## config.mk

```make
export PLATFORM = sky130hd
export DESIGN_NAME = mem_err_capture
export DESIGN_NICKNAME = d
export VERILOG_FILES = /design/src/rtl/mec_pkg.sv /design/src/rtl/mec_flag_slot.sv /design/src/rtl/mec_addr_log.sv /design/src/rtl/mec_serr_gen.sv /design/src/rtl/mem_err_capture.sv
export SDC_FILE = /design/constraint.sdc
export NUM_CORES = 1
export LEC_CHECK = 0
export ABC_AREA = 0
export BUFFER_PORTS_ARGS = -buffer_cell sky130_fd_sc_hd__buf_2
export CAP_MARGIN = 30
export CELL_PAD_IN_SITES_DETAIL_PLACEMENT = 1
export CELL_PAD_IN_SITES_GLOBAL_PLACEMENT = 2
export CORE_MARGIN = 2
export CORE_UTILIZATION = 28
export CTS_CLUSTER_DIAMETER = 120
export CTS_CLUSTER_SIZE = 10
export DETAILED_ROUTE_END_ITERATION = 16
export HOLD_SLACK_MARGIN = 0.05
export PLACE_DENSITY = 0.95
export SLEW_MARGIN = 5
export SYNTH_ARGS = -nofsm -noshare
export SYNTH_HDL_FRONTEND = slang
export SYNTH_HIERARCHICAL = 1
export SYNTH_SLANG_ARGS = --single-unit
```

## constraint.sdc

```tcl
create_clock -name clk -period 1.77 [get_ports clk]
set_input_delay 0.0885 -clock clk [delete_from_list [all_inputs] [get_ports clk]]
set_output_delay 0.0885 -clock clk [all_outputs]
set_load 0.1 [all_outputs]
```

## src/rtl/mec_pkg.sv

```systemverilog
`timescale 1ns/1ps
// Shared definitions for the memory error capture block: register
// selection codes and error class indices.
package mec_pkg;

    typedef enum logic [1:0] {
        SEL_ADDR = 2'd0,
        SEL_STS  = 2'd1,
        SEL_CMD  = 2'd2,
        SEL_NONE = 2'd3
    } reg_sel_e;

    localparam int CLS_SB  = 0;
    localparam int CLS_MB  = 1;
    localparam int NUM_CLS = 2;

endpackage

```

## src/rtl/mec_flag_slot.sv

```systemverilog
`timescale 1ns/1ps
// First-event capture slot: a sticky flag with a payload stored when the
// flag is taken. Assumes evt is a one-cycle strobe; clr is write-1-to-clear.
// A strobe is ignored while the flag is set, so the first payload survives.
module mec_flag_slot #(
    parameter int PAY_W = 3
) (
    input  logic             clk,
    input  logic             rst_n,
    input  logic             evt,
    input  logic [PAY_W-1:0] evt_pay,
    input  logic             clr,
    output logic             flag,
    output logic [PAY_W-1:0] pay,
    output logic             take
);

    // A capture happens only into an empty slot.
    assign take = evt & ~flag;

    // Flag and payload register: capture has priority over clear.
    always_ff @(posedge clk) begin
        if (!rst_n) begin
            flag <= 1'b0;
            pay  <= '0;
        end else if (take) begin
            flag <= 1'b1;
            pay  <= evt_pay;
        end else if (clr) begin
            flag <= 1'b0;
        end
    end

endmodule

```

## src/rtl/mec_addr_log.sv

```systemverilog
`timescale 1ns/1ps
// Capture-address logger: one sticky flag per error class and one shared
// page field. Assumes single-cycle strobes. A multi-bit capture always loads
// the page; a single-bit capture loads it only when no multi-bit page is held.
module mec_addr_log #(
    parameter int PAGE_W = 20
) (
    input  logic              clk,
    input  logic              rst_n,
    input  logic              sb_valid,
    input  logic [PAGE_W-1:0] sb_page,
    input  logic              mb_valid,
    input  logic [PAGE_W-1:0] mb_page,
    input  logic [1:0]        clr,
    output logic [1:0]        flag,
    output logic [PAGE_W-1:0] page
);

    import mec_pkg::*;

    logic [1:0] take;

    // New captures per class, blocked by the class's own flag.
    always_comb begin
        take[CLS_SB] = sb_valid & ~flag[CLS_SB];
        take[CLS_MB] = mb_valid & ~flag[CLS_MB];
    end

    for (genvar g = 0; g < NUM_CLS; g++) begin : g_flag
        // Sticky class flag: set on capture, else cleared by write-1.
        always_ff @(posedge clk) begin
            if (!rst_n)
                flag[g] <= 1'b0;
            else if (take[g])
                flag[g] <= 1'b1;
            else if (clr[g])
                flag[g] <= 1'b0;
        end
    end

    // Shared page field with multi-bit precedence.
    always_ff @(posedge clk) begin
        if (!rst_n)
            page <= '0;
        else if (take[CLS_MB])
            page <= mb_page;
        else if (take[CLS_SB] && !flag[CLS_MB])
            page <= sb_page;
    end

endmodule

```

## src/rtl/mec_serr_gen.sv

```systemverilog
`timescale 1ns/1ps
// System-error pulse generator: registers a one-cycle pulse when any
// enabled error class is newly captured. Assumes take inputs are single
// cycle per capture (guaranteed by the sticky flags upstream).
module mec_serr_gen (
    input  logic       clk,
    input  logic       rst_n,
    input  logic [1:0] take,
    input  logic [1:0] enable,
    output logic       serr
);

    // Pulse register: high for the cycle after an enabled capture.
    always_ff @(posedge clk) begin
        if (!rst_n)
            serr <= 1'b0;
        else
            serr <= |(take & enable);
    end

endmodule

```

## src/rtl/mem_err_capture.sv

```systemverilog
`timescale 1ns/1ps
// Memory error capture register set. Logs the first single-bit and first
// multi-bit ECC error (page at 4 KB granularity and row), exposes an
// address, a status and a control register on a select/write/read port,
// and pulses a system-error output for enabled classes.
// Assumes the ECC datapath gives one-cycle strobes with page and row valid.
module mem_err_capture #(
    parameter int ADDR_W   = 32,
    parameter int PAGE_LSB = 12,
    parameter int ROW_W    = 3
) (
    input  logic                         clk,
    input  logic                         rst_n,
    input  logic                         sb_valid,
    input  logic [ADDR_W-PAGE_LSB-1:0]   sb_page,
    input  logic [ROW_W-1:0]             sb_row,
    input  logic                         mb_valid,
    input  logic [ADDR_W-PAGE_LSB-1:0]   mb_page,
    input  logic [ROW_W-1:0]             mb_row,
    input  logic [1:0]                   reg_sel,
    input  logic                         reg_wr,
    input  logic [2*ROW_W+1:0]           reg_wdata,
    output logic [ADDR_W-1:0]            reg_rdata,
    output logic                         serr_pulse
);

    import mec_pkg::*;

    localparam int PAGE_W      = ADDR_W - PAGE_LSB;
    localparam int STS_W       = 2 * ROW_W + 2;
    localparam int MB_FLAG_BIT = ROW_W + 1;

    reg_sel_e          sel;
    logic              wr_addr, wr_sts, wr_cmd;
    logic [1:0]        clr_addr, clr_sts;
    logic [1:0]        evt_v;
    logic [ROW_W-1:0]  evt_row [NUM_CLS];
    logic [1:0]        sts_flag, sts_take;
    logic [ROW_W-1:0]  sts_row [NUM_CLS];
    logic [1:0]        addr_flag;
    logic [PAGE_W-1:0] addr_page;
    logic [STS_W-1:0]  cmd_q;

    assign sel = reg_sel_e'(reg_sel);

    // Write decode and write-1-to-clear masks per register.
    always_comb begin
        wr_addr           = reg_wr && (sel == SEL_ADDR);
        wr_sts            = reg_wr && (sel == SEL_STS);
        wr_cmd            = reg_wr && (sel == SEL_CMD);
        clr_addr[CLS_SB]  = wr_addr & reg_wdata[0];
        clr_addr[CLS_MB]  = wr_addr & reg_wdata[1];
        clr_sts[CLS_SB]   = wr_sts & reg_wdata[0];
        clr_sts[CLS_MB]   = wr_sts & reg_wdata[MB_FLAG_BIT];
    end

    // Gather per-class event inputs into indexed form.
    always_comb begin
        evt_v[CLS_SB]   = sb_valid;
        evt_v[CLS_MB]   = mb_valid;
        evt_row[CLS_SB] = sb_row;
        evt_row[CLS_MB] = mb_row;
    end

    for (genvar g = 0; g < NUM_CLS; g++) begin : g_sts
        mec_flag_slot #(
            .PAY_W (ROW_W)
        ) u_slot (
            .clk     (clk),
            .rst_n   (rst_n),
            .evt     (evt_v[g]),
            .evt_pay (evt_row[g]),
            .clr     (clr_sts[g]),
            .flag    (sts_flag[g]),
            .pay     (sts_row[g]),
            .take    (sts_take[g])
        );
    end

    mec_addr_log #(
        .PAGE_W (PAGE_W)
    ) u_addr_log (
        .clk      (clk),
        .rst_n    (rst_n),
        .sb_valid (sb_valid),
        .sb_page  (sb_page),
        .mb_valid (mb_valid),
        .mb_page  (mb_page),
        .clr      (clr_addr),
        .flag     (addr_flag),
        .page     (addr_page)
    );

    // Control register: fully writable, low two bits enable the pulse.
    always_ff @(posedge clk) begin
        if (!rst_n)
            cmd_q <= '0;
        else if (wr_cmd)
            cmd_q <= reg_wdata;
    end

    mec_serr_gen u_serr (
        .clk    (clk),
        .rst_n  (rst_n),
        .take   (sts_take),
        .enable (cmd_q[1:0]),
        .serr   (serr_pulse)
    );

    // Read multiplexer for the selected register.
    always_comb begin
        unique case (sel)
            SEL_ADDR: reg_rdata = {addr_page, {(PAGE_LSB-2){1'b0}},
                                   addr_flag[CLS_MB], addr_flag[CLS_SB]};
            SEL_STS:  reg_rdata = {{(ADDR_W-STS_W){1'b0}},
                                   sts_row[CLS_MB], sts_flag[CLS_MB],
                                   sts_row[CLS_SB], sts_flag[CLS_SB]};
            SEL_CMD:  reg_rdata = {{(ADDR_W-STS_W){1'b0}}, cmd_q};
            default:  reg_rdata = '0;
        endcase
    end

endmodule

```

==> flow_summary.toml <==
[status]
outcome = "completed"

[layout]
layout-drive-gt1-share_pct = 32.8
fill_cells = 879
diodes = 0
area_growth_pct = 55.9
multi_input_area_um2 = 1150
fin_util_pct = 45.1
final_nets = 414
final-seq-area_um2 = 781

[setup_path]
critPathLaunchType = "register"
r2r_cells = 4
ff2ff_setup_slack_ns = 0.41
worst_setup_path_end_kind = "primary output"
crit_type = "reg2out"
worst_ep_required_time_ns = 1.68
reg2reg_from = "u_addr_log/flag[0]"
cp_max_fo = 7
worst_r2r_endpoint = "u_addr_log/page[0]"
worstPathArrival_ns = 1.50

[logic_synthesis]
ys_warn_count = 6
syn_area_um2 = 2080
syn_avg_cell_area_um2 = 8.51
ys_types = 29
ys_ff_latch = 39
synthCells = 245
ys_seq_area_share_pct = 37.5

[sta]
fin_hold_ws_ns = 0.0625
finClkSkew_ns = 0.00461
period_minus_slack_ns = 1.59
setup-tns-final_ns = 0
slew_headroom_pct = 65.1
worstMarginPinSlew_ns = 0.523
fmax_mhz = 628
hold_viol = 0
slew_viol_final = 0
rsz0062_at_grt = "false"
fin_crit_sh_pct = 89.9
setup_viol_count_final = 0

[floorplanning]
coreArea_um2 = 7210
die_h_um = 90.3
start_util_pct = 28.9
die_area_um2 = 8150
io_pins = 94
placementRows = 31
die_w_um = 90.3

[drt]
wirelength_um = 6580
firstDrtPassIters = 4
ant_nets = 0
via_per_inst = 4.74
vias = 2149
drtIter0Drc = 47
drc = 0
wl_per_cell_um = 14.5

[global_routing]
overflow = 0
grt_pass1_wl_um = 11200
grt_pass1_vias = 2369
grt_max_degree = 54
antenna_found_initial = 0
grt_usage_pct = 17.0

[clock_network]
clkSinkCount = 39
clockBufferDepth = 2
clk_latency_ns = 0.29
cts_tree = "done"
root_buffer = "clkbuf_8"
clk_pin_slew_ns = 0.07
cts_buffers = 5
htree_levels = 2
cts_setup_buffers = 0

[place]
gp_congestion = 0.740
port_buffers = 89
hpwl_um = 4310

[run]
maxCapViolations = 0

[hold_path]
min_from = "reg_wdata[4]"
hp-class = "in2reg"
hold_depth = 3
min_to = "cmd_q[4]"

[power]
ir_worst_vdd_v = 0.000262
power_density_nw_per_um2 = 731
p_leak_nw = 1.47
power_w = 0.00238
==> synthesized netlist by cell type <==
master | count | area share, %
clkbuf_4 | 1 | 0.36
o211a_1 | 4 | 1.9
clkbuf_2 | 2 | 0.48
dfxtp_1 | 39 | 37
nor2b_2 | 3 | 1.3
a21oi_1 | 1 | 0.24
conb_1 | 1 | 0.18
nand2_1 | 72 | 13
clkbuf_1 | 4 | 0.72
and3b_1 | 3 | 1.3
buf_4 | 10 | 3.6
inv_1 | 1 | 0.18
buf_6 | 5 | 2.7
nand2b_1 | 1 | 0.30
a31oi_2 | 6 | 3.6
and2_1 | 20 | 6.0
or2b_1 | 1 | 0.36
a31oi_1 | 14 | 4.2
and3_1 | 2 | 0.60
a22oi_1 | 1 | 0.36
nor2_1 | 1 | 0.18
buf_2 | 4 | 0.96
and2b_1 | 1 | 0.36
mux2i_1 | 16 | 7.7
o31ai_1 | 20 | 7.2
nor3b_2 | 1 | 0.60
a22o_1 | 6 | 2.5
nor2b_1 | 3 | 0.90
o2bb2ai_1 | 2 | 0.84
==> sequential cells by signal, summed over array words and instances, names as in the netlist <==
register           cells
cmd_q                  8
g_sts.u_slot/flag      2
g_sts.u_slot/pay       6
u_addr_log/flag        2
u_addr_log/page       20
u_serr/serr            1
==> worst max-delay path, cell delays in order (launching register included) <==
cell	delay, ns
dfxtp_1	0.53
mux2i_1	0.18
o2bb2ai_2	0.17
clkbuf_4	0.34
==> timing repair <==
item,4_1_cts,5_1_grt
hold endpoints to repair,20,0
endpoints found under the setup margin,0,1
resized for setup,0,1
hold buffers,28,0
==> layout by cell type, fill, tap and decap left out, drive strengths merged <==
| cell type | n |
|---|---|
| or2b | 1 |
| mux2i | 16 |
| inv | 1 |
| buf | 95 |
| nand2 | 72 |
| nand2b | 1 |
| clkbuf | 9 |
| nor3b | 1 |
| o211a | 4 |
| and2b | 1 |
| a22oi | 1 |
| a31oi | 20 |
| conb | 4 |
| o31ai | 20 |
| a22o | 6 |
| dlygate4sd3 | 28 |
| o2bb2ai | 2 |
| nor2b | 6 |
| dfxtp | 39 |
| and3 | 2 |
| a21oi | 1 |
| and2 | 20 |
| nor2 | 1 |
| and3b | 3 |
==> through the flow <==
step,area [µm²],cells,setup WS (ns)
after floorplan,2110,248,0.293
after global placement,2870,417,0.462
after global routing,3250,453,0.0621
after CTS,3250,453,0.0560
final,3250,453,0.179
after detailed placement,2870,417,0.405
==> worst max-delay path by stage <==
stage                  startpoint                  to  slack [ns]  depth (start not counted)
2_1_floorplan  u_addr_log/flag[1]        reg_rdata[1]        0.29                          2
3_3_place_gp   u_addr_log/flag[0]  u_addr_log/page[7]        0.46                          4
3_5_place_dp   u_addr_log/flag[1]        reg_rdata[1]        0.41                          3
4_1_cts        u_addr_log/flag[1]        reg_rdata[1]        0.06                          3
5_1_grt        u_addr_log/flag[1]        reg_rdata[1]        0.06                          3
6_report       u_addr_log/flag[1]        reg_rdata[1]        0.18                          3
==> cell families (layout without fill, tap and decap cells) <==
family	Yosys count	count (layout)	share of synthesized area, %
AND/OR/NAND/NOR	108	108	24.8
AO/OA/AOI/OAI	54	54	20.9
flip-flops	39	39	37.5
buffers and inverters	27	133	9.00
multiplexers	16	16	7.68
other	1	4	0.180
==> area by class of cell <==
type,count,share of cell area [%]
inverters,1,0.115
flip-flops and latches,39,24.0
multi-input cells,182,35.3
repair buffers,124,33.6
clock buffers,8,3.08
well taps,99,3.81
==> layer usage <==
metal  vias up  wire, µm  GRT usage (%)
li1       1050         -              -
met1      1004      2660           18.2
met2        79      3430           31.1
met3        16       317           4.34
met4         0       166           7.56
met5         -         0              0
==> power by group <==
group	internal (W)	switching, W
logic	0.000275	0.000445
clock network	0.000356	0.000314
registers	0.000947	0.0000408
total	0.00158	0.000800
No activity file was read; power rests on OpenSTA's default activity.
